$ cat config.mk
export PLATFORM = sky130hd
export DESIGN_NAME = reload_timer16
export DESIGN_NICKNAME = d
export VERILOG_FILES = /design/src/rtl/tmr_pkg.sv /design/src/rtl/tmr_prescale.sv /design/src/rtl/tmr_pin_sync.sv /design/src/rtl/tmr_fall_detect.sv /design/src/rtl/tmr_count_core.sv /design/src/rtl/reload_timer16.sv
export SDC_FILE = /design/constraint.sdc
export NUM_CORES = 1
export LEC_CHECK = 0
export BUFFER_PORTS_ARGS = -buffer_cell sky130_fd_sc_hd__clkbuf_2
export CORE_MARGIN = 4
export CORE_UTILIZATION = 55
export DETAILED_ROUTE_END_ITERATION = 16
export GPL_TIMING_DRIVEN = 0
export PLACE_DENSITY_LB_ADDON = 0.08
export SLEW_MARGIN = 20
export SYNTH_ARGS = -nofsm -noshare
export SYNTH_HDL_FRONTEND = slang
export SYNTH_SLANG_ARGS = --single-unit
$ cat constraint.sdc
create_clock -name clk -period 3.2 [get_ports clk]
set_input_delay 0.64 -clock clk [delete_from_list [all_inputs] [get_ports clk]]
set_output_delay 0.64 -clock clk [all_outputs]
set_load 0.1 [all_outputs]
$ cat src/rtl/tmr_pkg.sv
package tmr_pkg;

    localparam logic [7:0] ADDR_CTRL   = 8'h88;
    localparam logic [7:0] ADDR_CNT_LO = 8'h8A;
    localparam logic [7:0] ADDR_RLD_LO = 8'h8B;
    localparam logic [7:0] ADDR_CNT_HI = 8'h8C;
    localparam logic [7:0] ADDR_RLD_HI = 8'h8D;

    // Control byte, bit 7 first.
    typedef struct packed {
        logic       gate_en;
        logic       ext_src;
        logic       flag;
        logic       run;
        logic [3:0] aux;
    } ctrl_t;

    typedef enum logic [2:0] {
        SEL_NONE,
        SEL_CTRL,
        SEL_CNT_LO,
        SEL_CNT_HI,
        SEL_RLD_LO,
        SEL_RLD_HI
    } reg_sel_t;

    function automatic reg_sel_t decode_addr(input logic [7:0] a);
        reg_sel_t s;
        case (a)
            ADDR_CTRL:   s = SEL_CTRL;
            ADDR_CNT_LO: s = SEL_CNT_LO;
            ADDR_CNT_HI: s = SEL_CNT_HI;
            ADDR_RLD_LO: s = SEL_RLD_LO;
            ADDR_RLD_HI: s = SEL_RLD_HI;
            default:     s = SEL_NONE;
        endcase
        return s;
    endfunction

endpackage

$ cat src/rtl/tmr_prescale.sv
module tmr_prescale #(
    parameter int unsigned DIV = 12
) (
    input  logic clk,
    input  logic rst,
    output logic tick
);
    localparam int unsigned W = (DIV > 1) ? $clog2(DIV) : 1;

    logic [W-1:0] phase;

    assign tick = (phase == W'(DIV - 1));

    always_ff @(posedge clk) begin
        if (rst)       phase <= '0;
        else if (tick) phase <= '0;
        else           phase <= phase + W'(1);
    end
endmodule

$ cat src/rtl/tmr_pin_sync.sv
module tmr_pin_sync #(
    parameter int unsigned STAGES = 2
) (
    input  logic clk,
    input  logic rst,
    input  logic pin_in,
    output logic pin_out
);
    logic [STAGES-1:0] chain;

    generate
        for (genvar i = 0; i < STAGES; i++) begin : g_stage
            if (i == 0) begin : g_first
                always_ff @(posedge clk) begin
                    if (rst) chain[0] <= 1'b0;
                    else     chain[0] <= pin_in;
                end
            end else begin : g_next
                always_ff @(posedge clk) begin
                    if (rst) chain[i] <= 1'b0;
                    else     chain[i] <= chain[i-1];
                end
            end
        end
    endgenerate

    assign pin_out = chain[STAGES-1];
endmodule

$ cat src/rtl/tmr_fall_detect.sv
module tmr_fall_detect (
    input  logic clk,
    input  logic rst,
    input  logic tick,
    input  logic level,
    output logic fall
);
    logic prev;

    // One sample per machine cycle; a fall is high-then-low across samples.
    assign fall = tick & prev & ~level;

    always_ff @(posedge clk) begin
        if (rst)       prev <= 1'b0;
        else if (tick) prev <= level;
    end
endmodule

$ cat src/rtl/tmr_count_core.sv
module tmr_count_core #(
    parameter int unsigned BYTE_W = 8
) (
    input  logic                clk,
    input  logic                rst,
    input  logic                inc,
    input  logic                wr_lo,
    input  logic                wr_hi,
    input  logic [BYTE_W-1:0]   wdata,
    input  logic [2*BYTE_W-1:0] reload,
    output logic [2*BYTE_W-1:0] count,
    output logic                ovf
);
    localparam int unsigned CNT_W = 2 * BYTE_W;

    logic sw_write;

    assign sw_write = wr_lo | wr_hi;
    assign ovf      = inc & ~sw_write & (count == {CNT_W{1'b1}});

    always_ff @(posedge clk) begin
        if (rst) begin
            count <= '0;
        end else if (sw_write) begin
            if (wr_lo) count[BYTE_W-1:0]     <= wdata;
            if (wr_hi) count[CNT_W-1:BYTE_W] <= wdata;
        end else if (ovf) begin
            count <= reload;
        end else if (inc) begin
            count <= count + CNT_W'(1);
        end
    end
endmodule

$ cat src/rtl/reload_timer16.sv
module reload_timer16
    import tmr_pkg::*;
#(
    parameter int unsigned BYTE_W      = 8,
    parameter int unsigned TICK_DIV    = 12,
    parameter int unsigned SYNC_STAGES = 2
) (
    input  logic              clk,
    input  logic              rst,
    input  logic [7:0]        bus_addr,
    input  logic              bus_wr,
    input  logic [BYTE_W-1:0] bus_wdata,
    output logic [BYTE_W-1:0] bus_rdata,
    input  logic              flag_clr,
    input  logic              cnt_pin,
    input  logic              gate_pin,
    output logic              ovf_flag
);
    localparam int unsigned CNT_W = 2 * BYTE_W;

    ctrl_t             ctrl;
    logic [BYTE_W-1:0] rld_lo, rld_hi;
    logic [CNT_W-1:0]  reload, count;
    reg_sel_t          sel;
    logic              wr_ctrl, wr_lo, wr_hi, wr_rld_lo, wr_rld_hi;
    logic              tick, cnt_s, gate_s, fall, src_pulse, run_ok, inc, ovf;

    assign sel       = decode_addr(bus_addr);
    assign wr_ctrl   = bus_wr && (sel == SEL_CTRL);
    assign wr_lo     = bus_wr && (sel == SEL_CNT_LO);
    assign wr_hi     = bus_wr && (sel == SEL_CNT_HI);
    assign wr_rld_lo = bus_wr && (sel == SEL_RLD_LO);
    assign wr_rld_hi = bus_wr && (sel == SEL_RLD_HI);

    tmr_prescale #(.DIV(TICK_DIV)) u_pre (
        .clk(clk), .rst(rst), .tick(tick)
    );

    tmr_pin_sync #(.STAGES(SYNC_STAGES)) u_cnt_sync (
        .clk(clk), .rst(rst), .pin_in(cnt_pin), .pin_out(cnt_s)
    );

    tmr_pin_sync #(.STAGES(SYNC_STAGES)) u_gate_sync (
        .clk(clk), .rst(rst), .pin_in(gate_pin), .pin_out(gate_s)
    );

    tmr_fall_detect u_fall (
        .clk(clk), .rst(rst), .tick(tick), .level(cnt_s), .fall(fall)
    );

    assign src_pulse = ctrl.ext_src ? fall : tick;
    assign run_ok    = ctrl.run & (~ctrl.gate_en | gate_s);
    assign inc       = src_pulse & run_ok;
    assign reload    = {rld_hi, rld_lo};

    tmr_count_core #(.BYTE_W(BYTE_W)) u_core (
        .clk(clk), .rst(rst), .inc(inc),
        .wr_lo(wr_lo), .wr_hi(wr_hi), .wdata(bus_wdata),
        .reload(reload), .count(count), .ovf(ovf)
    );

    always_ff @(posedge clk) begin
        if (rst) begin
            rld_lo <= '0;
            rld_hi <= '0;
        end else begin
            if (wr_rld_lo) rld_lo <= bus_wdata;
            if (wr_rld_hi) rld_hi <= bus_wdata;
        end
    end

    // Flag priority: overflow set, then clear strobe, then software write.
    always_ff @(posedge clk) begin
        if (rst) begin
            ctrl <= '0;
        end else begin
            if (wr_ctrl)       ctrl      <= ctrl_t'(bus_wdata[7:0]);
            if (ovf)           ctrl.flag <= 1'b1;
            else if (flag_clr) ctrl.flag <= 1'b0;
        end
    end

    assign ovf_flag = ctrl.flag;

    always_comb begin
        bus_rdata = '0;
        case (sel)
            SEL_CTRL:   bus_rdata = BYTE_W'(ctrl);
            SEL_CNT_LO: bus_rdata = count[BYTE_W-1:0];
            SEL_CNT_HI: bus_rdata = count[CNT_W-1:BYTE_W];
            SEL_RLD_LO: bus_rdata = rld_lo;
            SEL_RLD_HI: bus_rdata = rld_hi;
            default:    bus_rdata = '0;
        endcase
    end
endmodule

### Word-level counts from Yosys, hierarchy flattened

Index checks and enable logic that the tools add are counted.

* $add $sub $neg: 2
* mux-type cells: 11
* bitwise gates (word level): 11
* reduce and logical (&&, ||, !) cells: 10
* equal/unequal tests: 14

Operators by type and width (number)
* $mux W16: 3
* $eq A8 B8 Y1 const B: 5
* $pmux W8 S5: 1
* $add A16 B1 Y16 const B: 1
* $eq A16 B16 Y1 const B: 1
* $mux W8: 2
* $pmux W3 S5: 1
* $and A1 B1 Y1: 6
* $eq A3 B2 Y1 const B: 2
* $eq A3 B3 Y1 const B: 2
* $mux W6: 1
* $reduce_bool A3 Y1: 2
* $logic_and A1 B1 Y1: 5
* $add A4 B1 Y4 const B: 1
* $eq A4 B4 Y1 const B: 1
* $ne A2 B1 Y1 const B: 2
* $reduce_and A2 Y1: 2
* $eq A3 B1 Y1 const B: 1
* $mux W1: 3
* $not A1 Y1: 3
* $or A1 B1 Y1: 2
* $reduce_or A2 Y1: 1

* logic and storage cells: 63
* register bits: 49
* bits of input ports: 22

### Depth between registers and ports, before layout

Gate-level depths: netlist of run 1.

* word-level depth: 10
* depth in mapped cells: 10
* gate-level depth less buffers: 7

### By module

A second synthesis of run 1 with hierarchy kept.

* cells, all modules: 353
* area total of the unflattened synthesis: 3179.3 um2

By module, submodules not included
* reload_timer16: instances 1, cells each 168, area an instance 1610.3 um2
* tmr_count_core: instances 1, cells each 157, area an instance 1231.2 um2
* tmr_prescale: instances 1, cells each 16, area an instance 188.9 um2
* tmr_pin_sync: instances 2, cells each 4, area an instance 52.6 um2
* tmr_fall_detect: instances 1, cells each 4, area an instance 43.8 um2

### Worst setup path before layout of run 1

OpenSTA, ideal clock, no wires.

* path kind: input -> output
* start: input bus_addr[5]
* end: output bus_rdata[0]
* path slack: -127 ps
* data arrival time: 2687 ps
* cell stages on the path: 5
* buffers on the path: 1
* cells stage by stage: or4b_4 -> nor4b_2 -> clkbuf_1 -> a222oi_1 -> nand2_1

* longest elaborated chain between the ends: 4
* elaborated cells between the ends (all ways): 12
* those cells by class: eq/ne (10); mux (2)

Ends and longest elaborated chain
* start, declared: line reload_timer16.sv:10 `input logic [7:0] bus_addr,`
* $eq A8 B8 Y1: line tmr_pkg.sv:29 `case (a)`
* $pmux W3 S5 *: line tmr_pkg.sv:29
* $eq A3 B3 Y1 (tied with other cells): line reload_timer16.sv:87 `case (sel)`
* $pmux W8 S5 *: line reload_timer16.sv:87
* end, declared: line reload_timer16.sv:13 `output logic [BYTE_W-1:0] bus_rdata,`

Mark *: on every way between the ends. The rest lies on a longest branch, timed or not.

### Worst setup path after layout of run 1

Ends and elaborated chain as after synthesis.

==> impl_summary.txt, run 1 <==
----------------------------------------------------
[CTS]
  TritonCTS clock tree ... done
  Clock transition at the registers of the reported paths ... roughly 100 ps
  Clk Tree Root Cell ... sky130_fd_sc_hd__clkbuf_8
  Number of sinks driven by the clock tree ... 49
  Clock Path Buffers ... 2
  Total CTS buffers ... 5
  Maximum level of the CTS H-tree ... 2
  Clock network latency to the later pin of the worst-skew pair ... a little over 300 ps

[Setup path]
  Critical register-to-register path startpoint ... u_core.count[0]
  Critical path required time ... approximately 2600 ps
  Critical path cell sequence ... clkbuf_2 -> or4b_4 -> nor4b_4 -> buf_2 -> a222oi_1 -> nand2_2 -> clkbuf_4
  Data arrival time of the critical path ... 2480 ps
  Critical Path Start ... bus_addr[5]
  Register-to-register setup slack ... ~190 ps
  Startpoint-to-endpoint class of the critical path ... primary input to output pin
  Setup crit end kind ... output pin
  Peak per-stage delay on the critical path ... between 500 and 600 ps
  Crit path max fanout ... 10
  Reg2reg path depth ... 7
  Slowest stage cell, crit path ... sky130_fd_sc_hd__or4b_4
  CP Launch Type ... primary input
  Capturing point of the worst reg2reg path ... u_core.count[3]
  Critical path capture point ... bus_rdata[0]

[Yosys]
  Library cell occupying the most area in the post-synthesis netlist ... sky130_fd_sc_hd__dfxtp_1
  Post-Syn Nets ... around 360
  Synthesized flop and latch total ... 49
  Share of the synthesized area in the top cell type ... a little under two fifths
  Leading register cell type out of synthesis ... sky130_fd_sc_hd__dfxtp_1
  Mapped cell area ... 2630 um^2
  Top cells by area in the synthesized netlist ... sky130_fd_sc_hd__dfxtp_1, sky130_fd_sc_hd__a21oi_1, sky130_fd_sc_hd__nand2_1, sky130_fd_sc_hd__nand3_1, sky130_fd_sc_hd__nor2_1
  Mean Syn Cell Area ... roughly 7.7 um^2
  Count of warnings emitted by yosys ... 0
  Gate Count Post-Synth ... 340
  Count of cell types in the netlist ... 48
  Number of enable-type register cells in the synthesized netlist ... 0
  Share of async-settable or async-resettable flops after synthesis ... 0%
  Share of synthesized area occupied by flip-flops and latches ... around 37%

[Power and ir drop]
  Fraction of power consumed by sequential logic ... 53.5%
  Comb power frac ... under 10%
  PD cells ... approximately 380 nW/um^2
  Share of total power in the clock network ... just over 40%
  P_sw ... around 0.28 mW
  Highest ir drop seen on vdd ... around 330 uV
  Internal power of the cells ... 0.8783 mW
  Leakage Power ... ~1.1 nW
  Switching power as a share of total power ... between 20% and 30%

[STA]
  Number of pins exceeding their max-slew limit in the final report ... 0
  Aggregate negative setup slack ... 0 ps
  Setup repair after global routing missed its margin ... no
  Worst slew margin relative to its limit ... between 50% and 60%
  Final hold vios ... 0
  Worst clock skew ... around 6.3 ps
  Minimum clock period after layout ... 3116 ps
  Tcrit/Tclk final ... between 90% and 100%
  Highest achievable clock rate ... around 320 MHz
  Final setup violation count ... 0
  Worst Max-Slew Pin Slew ... 735.1 ps

[Run]
  Max-capacitance violation count ... 0

[Routing]
  Post-Route WL ... around 8400 um
  DRT antenna net count ... 0
  Detailed-routing iteration count for the pre-antenna-repair pass ... 8
  Number of design rule violations left after detail routing ... 0
  Wire length per cell after detailed routing ... ~19 um
  Via total after detailed routing ... around 2800
  Number of design-rule violations left by the first detailed-router iteration ... 420
  Vias per std cell ... 6.493

[Placed design]
  PortBufs ... 29
  Half-perimeter wire length after detailed placement ... about 6000 um
  Placer's final routability congestion estimate ... ~0.95
  Area after detailed placement ... 2848 um^2

[Cells and area]
  Number of nets in the layout ... roughly 400
  Share of final-layout standard cells stronger than drive strength 1 ... 15.34%
  Ant diodes ... 0
  Synthesis-to-layout area growth ... 14.75%
  Non-Filler Cell Area, Final ... 3018 um^2

[Floorplanning]
  Chip Height ... 77.15 um
  Initial standard-cell utilization of the core ... 58.39%
  DIE AREA ... 5952 um^2
  X dimension of the die ... slightly below 80 um
  Row count ... 24
  I/O Pins ... 31
  Core outline area ... 4504 um^2

[Global route]
  Total routing usage reported by global routing ... ~29%
  First-pass GRT wire length ... approximately 13000 um
  Number of global-route vias before repair ... approximately 2400
  Maximum number of pins on one net before global-route repair ... 18
  Number of antenna violations at the first check in global routing ... 0
  Remaining global-route overflow ... 0

[Worst hold path]
  Worst min-delay path class ... flip-flop to flip-flop

[Outcome]
  Status ... finished clean

----------------------------------------------------
[critical path, delay by kind of cell]
family / cells / cell delay (ps)
buffers and inverters: 3 / 690
AND/OR/NAND/NOR: 3 / 1030
AO/OA/AOI/OAI: 1 / 120
[worst min path at each step]
stage                               from                  end  slack (ps)  depth (start not counted)
detailed placement   u_cnt_sync.chain[0]   u_cnt_sync.pin_out         430                          1
CTS                  u_cnt_sync.chain[0]   u_cnt_sync.pin_out         450                          1
global route         u_cnt_sync.chain[0]   u_cnt_sync.pin_out         470                          1
global placement    u_gate_sync.chain[0]  u_gate_sync.pin_out         420                          1
finish               u_cnt_sync.chain[0]   u_cnt_sync.pin_out         450                          1
floorplan            u_cnt_sync.chain[0]   u_cnt_sync.pin_out         410                          1
[power groups by stage]
stage               logic (mW)  clock network [mW]  registers, mW
CTS                     0.0686               0.469          0.619
floorplan               0.0323                   0          0.633
detailed placement      0.0673                   0          0.634
finish                  0.0718               0.467          0.619
global placement        0.0667                   0          0.633
global route            0.0768               0.493          0.621
[placed cells by master (no fill, tap or decap), types with 5 or more instances in the layout]
| cell | Yosys | routed |
|---|---|---|
| sky130_fd_sc_hd__a21oi_1 | 43 | 43 |
| sky130_fd_sc_hd__a222oi_1 | 8 | 8 |
| sky130_fd_sc_hd__a22oi_1 | 8 | 8 |
| sky130_fd_sc_hd__clkbuf_1 | 16 | 12 |
| sky130_fd_sc_hd__clkbuf_2 | 1 | 25 |
| sky130_fd_sc_hd__clkbuf_4 | 0 | 8 |
| sky130_fd_sc_hd__clkbuf_8 | 0 | 5 |
| sky130_fd_sc_hd__dfxtp_1 | 49 | 49 |
| sky130_fd_sc_hd__nand2_1 | 50 | 47 |
| sky130_fd_sc_hd__nand3_1 | 32 | 32 |
| sky130_fd_sc_hd__nand4_1 | 5 | 5 |
| sky130_fd_sc_hd__nor2_1 | 28 | 25 |
| sky130_fd_sc_hd__nor2b_1 | 6 | 6 |
| sky130_fd_sc_hd__nor3_1 | 13 | 13 |
| sky130_fd_sc_hd__nor3b_1 | 6 | 6 |
| sky130_fd_sc_hd__o22ai_1 | 5 | 5 |
| sky130_fd_sc_hd__xnor2_1 | 5 | 5 |
| sky130_fd_sc_hd__xor2_1 | 7 | 7 |
[layout make-up]
type                       instances  area (um^2)
fill                             409         1486
timing repair buffer              30        172.7
sequential                        49        980.9
clock inverter                     3        47.55
tap                               52        65.06
clock buffer                       5        68.82
multi-input combinational        266         1569
inverter                           3        11.26
buffer                            22        102.6
[logic make-up after synthesis]
logic type      share of synthesized area (%)
xor+xnor                                3.996
simple gates                            30.83
mux                                     1.522
flops                                   37.30
fa+ha+maj                              0.9513
compound gates                          21.27
buf+inv                                 4.139
[Yosys cell counts (4+ instances only)]
master                     count
sky130_fd_sc_hd__nand4_1       5
sky130_fd_sc_hd__nor2b_1       6
sky130_fd_sc_hd__nor3_1       13
sky130_fd_sc_hd__xnor2_1       5
sky130_fd_sc_hd__a21oi_1      43
sky130_fd_sc_hd__or3_1         4
sky130_fd_sc_hd__o22ai_1       5
sky130_fd_sc_hd__mux2i_1       4
sky130_fd_sc_hd__nand3_1      32
sky130_fd_sc_hd__a222oi_1      8
sky130_fd_sc_hd__dfxtp_1      49
sky130_fd_sc_hd__nand2_1      50
sky130_fd_sc_hd__a31oi_1       4
sky130_fd_sc_hd__a22oi_1       8
sky130_fd_sc_hd__xor2_1        7
sky130_fd_sc_hd__nor2_1       28
sky130_fd_sc_hd__clkbuf_1     16
sky130_fd_sc_hd__nor3b_1       6
[state kept, by name, indices dropped and copies added (netlist names)]
register             count
u_core.count            16
rld_hi                   8
rld_lo                   8
ctrl                     7
u_pre.phase              4
ovf_flag                 1
u_cnt_sync.chain         1
u_cnt_sync.pin_out       1
u_fall.prev              1
u_gate_sync.chain        1
u_gate_sync.pin_out      1
[layer usage]
metal | global-route usage (%) | routed length, um | part of all wire (%) | vias to the layer above
li1 | - | - | - | 1319
met1 | 40.85 | 3434 | 41 | 1262
met2 | 44.13 | 3720 | 44 | 184
met3 | 4.684 | 933 | 11 | 27
met4 | 9.075 | 276 | 3.3 | 0
met5 | 0 | 0 | 0 | -
[stage by stage]
step	hold WS [ps]	cells	setup WS, ps	utilization (%)	power, mW
global placement	416.4	421	-483.6	63.22	0.7000
detailed placement	429.1	421	-469.7	63.22	0.7008
CTS	452.8	430	59.52	66.72	1.157
floorplan	413.8	340	112.3	-	0.6650
global route	468.1	430	6.763	67.00	1.191
finish	446.2	430	83.88	67.00	1.158
[repair_timing]
action | CTS | global route
endpoints found under the setup margin | 8 | 8
hold buffers | 0 | 0
gates resized for setup | 12 | 8
setup buffers | 1 | 0
pin swaps | 1 | 0
No activity file was read; power rests on OpenSTA's default activity.
==> run 2: changes to the inputs <==
--- a/constraint.sdc
+++ b/constraint.sdc
@@ -3,2 +3,2 @@
 set_output_delay 0.64 -clock clk [all_outputs]
-set_load 0.1 [all_outputs]
+set_load 0.05 [all_outputs]
==> impl_summary.txt, run 2 (synthesis gave the netlist of run 1 again) <==
----------------------------------------------------
[Outcome]
  Status ... finished clean (unchanged)

[Global route]
  Number of antenna violations at the first check in global routing ... 0 (unchanged)
  First-pass GRT wire length ... 13580 um (was 13280 um)
  Peak-usage layer in the global routing report ... met2 (unchanged)
  Maximum number of pins on one net before global-route repair ... 17 (was 18)
  Met1 track utilization from global routing ... 42.09% (was 40.85%)
  Total routing usage reported by global routing ... 29.05% (was 28.69%)
  GR Layer Usage met2 ... 43.61% (was 44.13%)
  Number of global-route vias before repair ... 2561 (was 2406)
  Remaining global-route overflow ... 0 (unchanged)
  Global routing usage on met3 ... 4.567% (was 4.684%)

[Setup path]
  Worst path most repeated cell ... sky130_fd_sc_hd__clkbuf_2
  Slowest stage cell, crit path ... sky130_fd_sc_hd__or4b_4 (unchanged)
  Data arrival time of the critical path ... 2440 ps (was 2480 ps)
  CP Launch Type ... primary input (unchanged)
  Critical path required time ... 2560 ps (about the same)
  WP buf/inv ... 3 (unchanged)
  Crit path max fanout ... 10 (unchanged)
  Critical path cell sequence ... clkbuf_2 -> or4b_4 -> nor4b_4 -> clkbuf_4 -> a222oi_1 -> nand2_1 -> clkbuf_2 (was clkbuf_2 -> or4b_4 -> nor4b_4 -> buf_2 -> a222oi_1 -> nand2_2 -> clkbuf_4)
  Largest delay share family, worst path ... simple AND/OR/NAND/NOR gates (unchanged)
  Peak per-stage delay on the critical path ... 560 ps (about the same)
  Setup crit end kind ... output pin (unchanged)
  Startpoint-to-endpoint class of the critical path ... primary input to output pin (unchanged)

[Cells and area]
  Commonest cells after routing, fill and taps aside ... sky130_fd_sc_hd__nand2_1, sky130_fd_sc_hd__dfxtp_1, sky130_fd_sc_hd__a21oi_1, sky130_fd_sc_hd__clkbuf_2, sky130_fd_sc_hd__nand3_1 (was sky130_fd_sc_hd__dfxtp_1, sky130_fd_sc_hd__nand2_1, sky130_fd_sc_hd__a21oi_1, sky130_fd_sc_hd__nand3_1)
  Most common library cell in the layout ignoring fill and taps ... sky130_fd_sc_hd__nand2_1 (was sky130_fd_sc_hd__dfxtp_1)
  Largest register by flop count ... u_core.count (unchanged)
  Number of nets in the layout ... 401 (unchanged)
  Synthesis-to-layout area growth ... 13.37% (was 14.75%)
  Utilization of the core after routing ... 66.19% (was 67.00%)
  Final Non-Filler Cells ... 430 (unchanged)
  Filler cells ... 397 (was 409)
  Share of final-layout standard cells stronger than drive strength 1 ... 14.55% (was 15.34%)
  Non-Filler Cell Area, Final ... 2982 um^2 (was 3018 um^2)
  Max reg flops ... 16 (unchanged)
  Ant diodes ... 0 (unchanged)
  Total area of multi-input combinational cells ... 1568 um^2 (was 1569 um^2)
  Flip-flop and latch area ... 980.9 um^2 (unchanged)
  Biggest regs ... u_core.count x16, rld_hi x8, rld_lo x8 (unchanged)

[STA]
  Highest achievable clock rate ... 324.7 MHz (was 320.9 MHz)
  Tcrit/Tclk final ... 96.25% (was 97.38%)
  Setup repair after global routing missed its margin ... no (unchanged)
  Minimum clock period after layout ... 3080 ps (was 3116 ps)
  Worst clock skew ... 5.568 ps (was 6.322 ps)
  Number of pins exceeding their max-slew limit in the final report ... 0 (unchanged)
  Worst slew margin relative to its limit ... 43.09% (was 50.61%)
  Final setup violation count ... 0 (unchanged)
  Worst Max-Slew Pin Slew ... 847.1 ps (was 735.1 ps)
  Final hold vios ... 0 (unchanged)

[Floorplanning]
  I/O Pins ... 31 (unchanged)
  X dimension of the die ... 77.15 um (unchanged)
  Core outline area ... 4504 um^2 (unchanged)
  Initial standard-cell utilization of the core ... 58.39% (unchanged)
  Chip Height ... 77.15 um (unchanged)
  DIE AREA ... 5952 um^2 (unchanged)
  Row count ... 24 (unchanged)

[Routing]
  Wire length per cell after detailed routing ... 19.59 um (was 19.45 um)
  Vias per std cell ... 6.605 (was 6.493)
  Post-Route WL ... 8425 um (was 8364 um)
  Number of design rule violations left after detail routing ... 0 (unchanged)
  Number of design-rule violations left by the first detailed-router iteration ... 467 (was 420)
  DRT antenna net count ... 0 (unchanged)
  Via total after detailed routing ... 2840 (was 2792)
  Detailed-routing iteration count for the pre-antenna-repair pass ... 7 (was 8)

[CTS]
  Number of sinks driven by the clock tree ... 49 (unchanged)
  Total CTS buffers ... 5 (unchanged)
  Clk Tree Root Cell ... sky130_fd_sc_hd__clkbuf_8 (unchanged)
  Maximum level of the CTS H-tree ... 2 (unchanged)
  Clock network latency to the later pin of the worst-skew pair ... 310 ps (about the same)
  Clock Path Buffers ... 2 (unchanged)
  Hold-fix buffers at CTS ... 0 (unchanged)
  TritonCTS clock tree ... done (unchanged)
  Clock transition at the registers of the reported paths ... 100 ps (about the same)

[Placed design]
  PortBufs ... 29 (unchanged)
  Placed cell count ... 421 (unchanged)
  Half-perimeter wire length after detailed placement ... 6090 um (was 5978 um)
  Area after detailed placement ... 2840 um^2 (was 2848 um^2)
  Placer's final routability congestion estimate ... 0.9553 (was 0.9461)

[Power and ir drop]
  Highest ir drop seen on vdd ... 337.7 uV (was 332.7 uV)
  Leakage Power ... 1.071 nW (was 1.083 nW)
  PD cells ... 367.0 nW/um^2 (was 383.7 nW/um^2)
  Total Power ... 1.094 mW (was 1.158 mW)

[Worst hold path]
  Worst min-delay path class ... flip-flop to flip-flop (unchanged)

[Run]
  Max-capacitance violation count ... 0 (unchanged)

----------------------------------------------------
-- run 2: power breakdown --
group	switching, mW	internal, mW	total (mW)	leakage [nW]
logic	0.0476	0.0238	0.0714	0.623
clock network	0.223	0.180	0.403	0.0518
registers	0.00417	0.616	0.620	0.396
-- run 2: stage by stage --
stage / setup slack [ps] / hold WS [ps] / TNS [ps]
final: 120.1 / 456.2 / 0
after global routing: 20.83 / 474.9 / 0
after CTS: 23.11 / 459.0 / 0
after detailed placement: -265.0 / 447.9 / -1322
after global placement: -257.5 / 417.9 / -1331
after floorplan: 179.4 / 413.8 / 0
-- run 2: routing by layer --
layer / vias up / wire, um
met5: - / 0
met2: 209 / 3690
met4: 0 / 187
li1: 1316 / -
met1: 1297 / 3387
met3: 18 / 1161
-- run 2: final cells by class --
| type | instances | share of cell area (%) |
|---|---|---|
| inverter | 3 | 0.3777 |
| timing repair buffer | 30 | 5.120 |
| clock buffer | 6 | 2.770 |
| tap | 52 | 2.182 |
| clock inverter | 2 | 0.5875 |
| buffer | 22 | 3.483 |
| multi-input combinational | 266 | 52.58 |
| sequential | 49 | 32.90 |
-- run 2: worst paths after layout --
check                             from                   to  slack (ps)  cells after the start
setup / recovery           bus_addr[5]         bus_rdata[6]         120                      7
setup reg to reg       u_core.count[0]      u_core.count[5]         340                      7
hold / removal    u_gate_sync.chain[0]  u_gate_sync.pin_out         460                      1
hold reg to reg   u_gate_sync.chain[0]  u_gate_sync.pin_out         460                      1
-- run 2: repair_timing --
item / in CTS / in global routing
buffers inserted: 0 / 1
endpoints found under the setup margin: 8 / 14
hold endpoints to repair: 0 / 0
pin swaps: 0 / 1
resized for setup: 4 / 8
==> run 3: changes to the inputs <==
- CELL_PAD_IN_SITES_DETAIL_PLACEMENT: not set -> 1
- CELL_PAD_IN_SITES_GLOBAL_PLACEMENT: not set -> 1
- CORE_UTILIZATION: 55 -> 46
- GPL_ROUTABILITY_DRIVEN: not set -> 0
- SYNTH_HIERARCHICAL: not set -> 1
==> impl_summary.txt, run 3 <==
----------------------------------------------------
[Setup path]
  Capturing point of the worst reg2reg path ... u_core/count[13] (was u_core.count[5])
  Register-to-register setup slack ... 130 ps (was 340 ps)
  Peak per-stage delay on the critical path ... 470 ps (was 560 ps)
  Reg2reg path depth ... 10 (was 7)
  CP Launch Type ... flip-flop (was primary input)
  Startpoint-to-endpoint class of the critical path ... flip-flop to flip-flop (was primary input to output pin)
  Worst path most repeated cell ... sky130_fd_sc_hd__and3b_2 (was sky130_fd_sc_hd__clkbuf_2)
  Slowest stage cell, crit path ... sky130_fd_sc_hd__or3b_4 (was sky130_fd_sc_hd__or4b_4)
  Critical register-to-register path startpoint ... u_pre/phase[1] (was u_core.count[0])
  Crit path max fanout ... 10 (unchanged)
  Critical path cell sequence ... ha_1 -> and3b_2 -> and3b_2 -> inv_1 -> a221oi_4 -> or3b_4 -> or3_1 -> buf_6 -> or4_1 -> o211a_1 (was clkbuf_2 -> or4b_4 -> nor4b_4 -> clkbuf_4 -> a222oi_1 -> nand2_1 -> clkbuf_2)
  Data arrival time of the critical path ... 3290 ps (was 2440 ps)
  Setup crit end kind ... flip-flop (was output pin)
  Critical path required time ... 3420 ps (was 2560 ps)

[Global route]
  Number of antenna violations at the first check in global routing ... 0 (unchanged)
  Number of global-route vias before repair ... 2998 (was 2561)
  Remaining global-route overflow ... 0 (unchanged)
  Maximum number of pins on one net before global-route repair ... 19 (was 17)
  First-pass GRT wire length ... 16440 um (was 13580 um)
  Total routing usage reported by global routing ... 25.21% (was 29.05%)

[Routing]
  Wire length per cell after detailed routing ... 21.52 um (was 19.59 um)
  Number of design-rule violations left by the first detailed-router iteration ... 171 (was 467)
  Post-Route WL ... 10140 um (was 8425 um)
  DRT antenna net count ... 0 (unchanged)
  Number of design rule violations left after detail routing ... 0 (unchanged)
  Via total after detailed routing ... 2960 (was 2840)
  Vias per std cell ... 6.285 (was 6.605)
  Detailed-routing iteration count for the pre-antenna-repair pass ... 4 (was 7)

[STA]
  Final setup margin ... 133.4 ps (was 120.1 ps)
  Worst Max-Slew Pin Slew ... 695.3 ps (was 847.1 ps)
  Highest achievable clock rate ... 326.1 MHz (was 324.7 MHz)
  Final setup violation count ... 0 (unchanged)
  Number of pins exceeding their max-slew limit in the final report ... 0 (unchanged)
  Minimum hold slack ... 449.4 ps (was 456.2 ps)
  Tcrit/Tclk final ... 95.83% (was 96.25%)
  Worst clock skew ... 8.249 ps (was 5.568 ps)
  Worst slew margin relative to its limit ... 53.44% (was 43.09%)
  Final hold vios ... 0 (unchanged)
  Setup repair after global routing missed its margin ... no (unchanged)
  Minimum clock period after layout ... 3067 ps (was 3080 ps)

[Yosys]
  Post-Syn Nets ... 377 (was 364)
  Most instantiated library cell after synthesis ... sky130_fd_sc_hd__dfxtp_1 (was sky130_fd_sc_hd__nand2_1)
  Share of async-settable or async-resettable flops after synthesis ... 0% (unchanged)
  Mean Syn Cell Area ... 9.007 um^2 (was 7.735 um^2)
  Share of the synthesized area in the top cell type ... 30.85% (was 37.30%)
  Number of enable-type register cells in the synthesized netlist ... 0 (unchanged)
  Gate Count Post-Synth ... 353 (was 340)
  Share of synthesized area occupied by flip-flops and latches ... 30.85% (was 37.30%)
  Library cell occupying the most area in the post-synthesis netlist ... sky130_fd_sc_hd__dfxtp_1 (unchanged)
  Count of warnings emitted by yosys ... 6 (was 0)
  Count of cell types in the netlist ... 68 (was 48)
  Leading register cell type out of synthesis ... sky130_fd_sc_hd__dfxtp_1 (unchanged)
  Synthesized flop and latch total ... 49 (unchanged)
  Mapped cell area ... 3179 um^2 (was 2630 um^2)
  Top cell types by occurrence after synthesis ... sky130_fd_sc_hd__dfxtp_1, sky130_fd_sc_hd__nand2b_1, sky130_fd_sc_hd__mux2i_1 (was sky130_fd_sc_hd__nand2_1, sky130_fd_sc_hd__dfxtp_1, sky130_fd_sc_hd__a21oi_1)
  Top cells by area in the synthesized netlist ... sky130_fd_sc_hd__dfxtp_1, sky130_fd_sc_hd__mux2i_1, sky130_fd_sc_hd__nand2b_1, sky130_fd_sc_hd__and3b_1, sky130_fd_sc_hd__mux2_2 (was sky130_fd_sc_hd__dfxtp_1, sky130_fd_sc_hd__a21oi_1, sky130_fd_sc_hd__nand2_1, sky130_fd_sc_hd__nand3_1, sky130_fd_sc_hd__nor2_1)

[Floorplanning]
  Row count ... 30 (was 24)
  X dimension of the die ... 91.14 um (was 77.15 um)
  Chip Height ... 91.14 um (was 77.15 um)
  Initial standard-cell utilization of the core ... 47.06% (was 58.39%)
  DIE AREA ... 8306 um^2 (was 5952 um^2)
  Core outline area ... 6756 um^2 (was 4504 um^2)
  I/O Pins ... 31 (unchanged)

[Power and ir drop]
  Leakage Power ... 1.509 nW (was 1.071 nW)
  PD cells ... 353.7 nW/um^2 (was 367.0 nW/um^2)
  Total Power ... 1.275 mW (was 1.094 mW)
  Highest ir drop seen on vdd ... 175.2 uV (was 337.7 uV)

[Cells and area]
  Max reg flops ... 16 (unchanged)
  Commonest cells after routing, fill and taps aside ... sky130_fd_sc_hd__dfxtp_1, sky130_fd_sc_hd__nand2b_1, sky130_fd_sc_hd__clkbuf_2, sky130_fd_sc_hd__mux2i_1 (was sky130_fd_sc_hd__nand2_1, sky130_fd_sc_hd__dfxtp_1, sky130_fd_sc_hd__a21oi_1, sky130_fd_sc_hd__clkbuf_2, sky130_fd_sc_hd__nand3_1)
  Synthesis-to-layout area growth ... 13.42% (was 13.37%)
  Share of final-layout standard cells stronger than drive strength 1 ... 20.72% (was 14.55%)
  Filler cells ... 822 (was 397)
  Flip-flop and latch area ... 982.2 um^2 (was 980.9 um^2)
  Most common library cell in the layout ignoring fill and taps ... sky130_fd_sc_hd__dfxtp_1 (was sky130_fd_sc_hd__nand2_1)
  Biggest regs ... u_core/count x16, rld_hi x8, rld_lo x8 (was u_core.count x16, rld_hi x8, rld_lo x8)
  Largest register by flop count ... u_core/count (was u_core.count)
  Ant diodes ... 0 (unchanged)
  Number of nets in the layout ... 414 (was 401)
  Total area of multi-input combinational cells ... 2056 um^2 (was 1568 um^2)
  Final Non-Filler Cells ... 471 (was 430)

[Worst hold path]
  Worst Min Path Start ... u_cnt_sync/chain[0] (was u_gate_sync.chain[0])
  Cell depth of the worst hold path ... 1 (unchanged)
  Endpoint of the worst hold-timing path ... u_cnt_sync/pin_out (was u_gate_sync.pin_out)
  Worst min-delay path class ... flip-flop to flip-flop (unchanged)

[Outcome]
  Status ... finished clean (unchanged)

[Placed design]
  Worst Setup Slack post-DPL ... -853.6 ps (was -265.0 ps)
  PortBufs ... 29 (unchanged)
  Placed cell count ... 462 (was 421)
  Half-perimeter wire length after detailed placement ... 7652 um (was 6090 um)

[CTS]
  Clk Tree Root Cell ... sky130_fd_sc_hd__clkbuf_8 (unchanged)
  Total CTS buffers ... 5 (unchanged)
  TritonCTS clock tree ... done (unchanged)
  Clock network latency to the later pin of the worst-skew pair ... 320 ps (was 310 ps)
  Maximum level of the CTS H-tree ... 2 (unchanged)
  Clock transition at the registers of the reported paths ... 100 ps (about the same)
  Number of sinks driven by the clock tree ... 49 (unchanged)
  Clock Path Buffers ... 2 (unchanged)

[Run]
  Max-capacitance violation count ... 0 (unchanged)

----------------------------------------------------
==> run 3: cell count changes in the layout (fill, tap and decap cells not counted), moves of 12 or more <==
cell	change
sky130_fd_sc_hd__mux2i_1	+20
sky130_fd_sc_hd__and3b_1	+14
sky130_fd_sc_hd__nand2b_1	+30
sky130_fd_sc_hd__a21oi_1	-29
sky130_fd_sc_hd__nor2_1	-12
sky130_fd_sc_hd__nand3_1	-28
sky130_fd_sc_hd__nand2_1	-44
==> run 3: routing by layer <==
metal  share of wire (%)  vias up  track usage [%]
met2                  46       99            40.96
met1                  45     1446            34.54
met5                   0        -                0
li1                    -     1393                -
met3                 6.3       22            3.645
met4                 2.5        0            7.538
==> run 3: how the worst max path moves through the flow <==
stage	from	end	slack (ps)	depth (start not counted)
4_1_cts	u_pre/phase[0]	u_core/count[13]	100	10
3_3_place_gp	u_pre/phase[0]	ovf_flag	-750	11
5_1_grt	u_pre/phase[0]	u_core/count[4]	10	9
2_1_floorplan	u_pre/phase[0]	u_core/count[13]	60	10
6_report	u_pre/phase[1]	u_core/count[13]	130	10
3_5_place_dp	u_pre/phase[0]	ovf_flag	-850	11
==> run 3: kinds of logic (layout without fill, tap and decap cells) <==
kind of cell / after synthesis / after routing / share of synthesized area [%]
xor+xnor: 11 / 11 / 3.030
simple gates: 140 / 140 / 30.89
buf+inv: 38 / 76 / 5.588
flops: 49 / 49 / 30.85
compound gates: 81 / 81 / 18.46
mux: 32 / 32 / 10.39
fa+ha+maj: 2 / 2 / 0.7870
==> run 3: area by class of cell <==
| cell class | count | share of cell area [%] |
|---|---|---|
| Multi-Input combinational cell | 266 | 57.01 |
| Sequential cell | 49 | 27.24 |
| Timing Repair Buffer | 30 | 4.233 |
| Buffer | 25 | 3.574 |
| Tap cell | 80 | 2.776 |
| Clock buffer | 5 | 1.908 |
| Clock inverter | 3 | 1.908 |
| Inverter | 13 | 1.353 |
==> run 3: stage by stage <==
| step | TNS [ps] | util [%] | instance area [um^2] |
|---|---|---|---|
| after floorplan | 0 | - | 3179 |
| final | 0 | 53.37 | 3606 |
| after CTS | 0 | 53.28 | 3600 |
| after global placement | -8859 | 50.69 | 3425 |
| after detailed placement | -10380 | 50.69 | 3425 |
| after global routing | 0 | 53.37 | 3606 |
==> run 3: timing repair <==
item                                    CTS  global route
resized for setup                         5             2
setup buffers                             1             0
hold buffers                              0             0
endpoints found under the setup margin   16             2
pin swaps                                 1             1
hold endpoints to repair                  0             0
==> run 3: report_power, final <==
| part | switching [mW] | leakage, nW | total [mW] | internal (mW) |
|---|---|---|---|---|
| Clock | 0.236 | 0.0687 | 0.551 | 0.315 |
| Combinational | 0.0605 | 1.04 | 0.101 | 0.0409 |
| Sequential | 0.00633 | 0.396 | 0.623 | 0.617 |
| Total | 0.303 | 1.51 | 1.28 | 0.973 |
==> run 3: critical path, delay by kind of cell, from the launching register on <==
family,cells,cell delay [ps]
fa+ha+maj,1,200
compound gates,2,450
buf+inv,2,220
flops,1,370
simple gates,5,1730
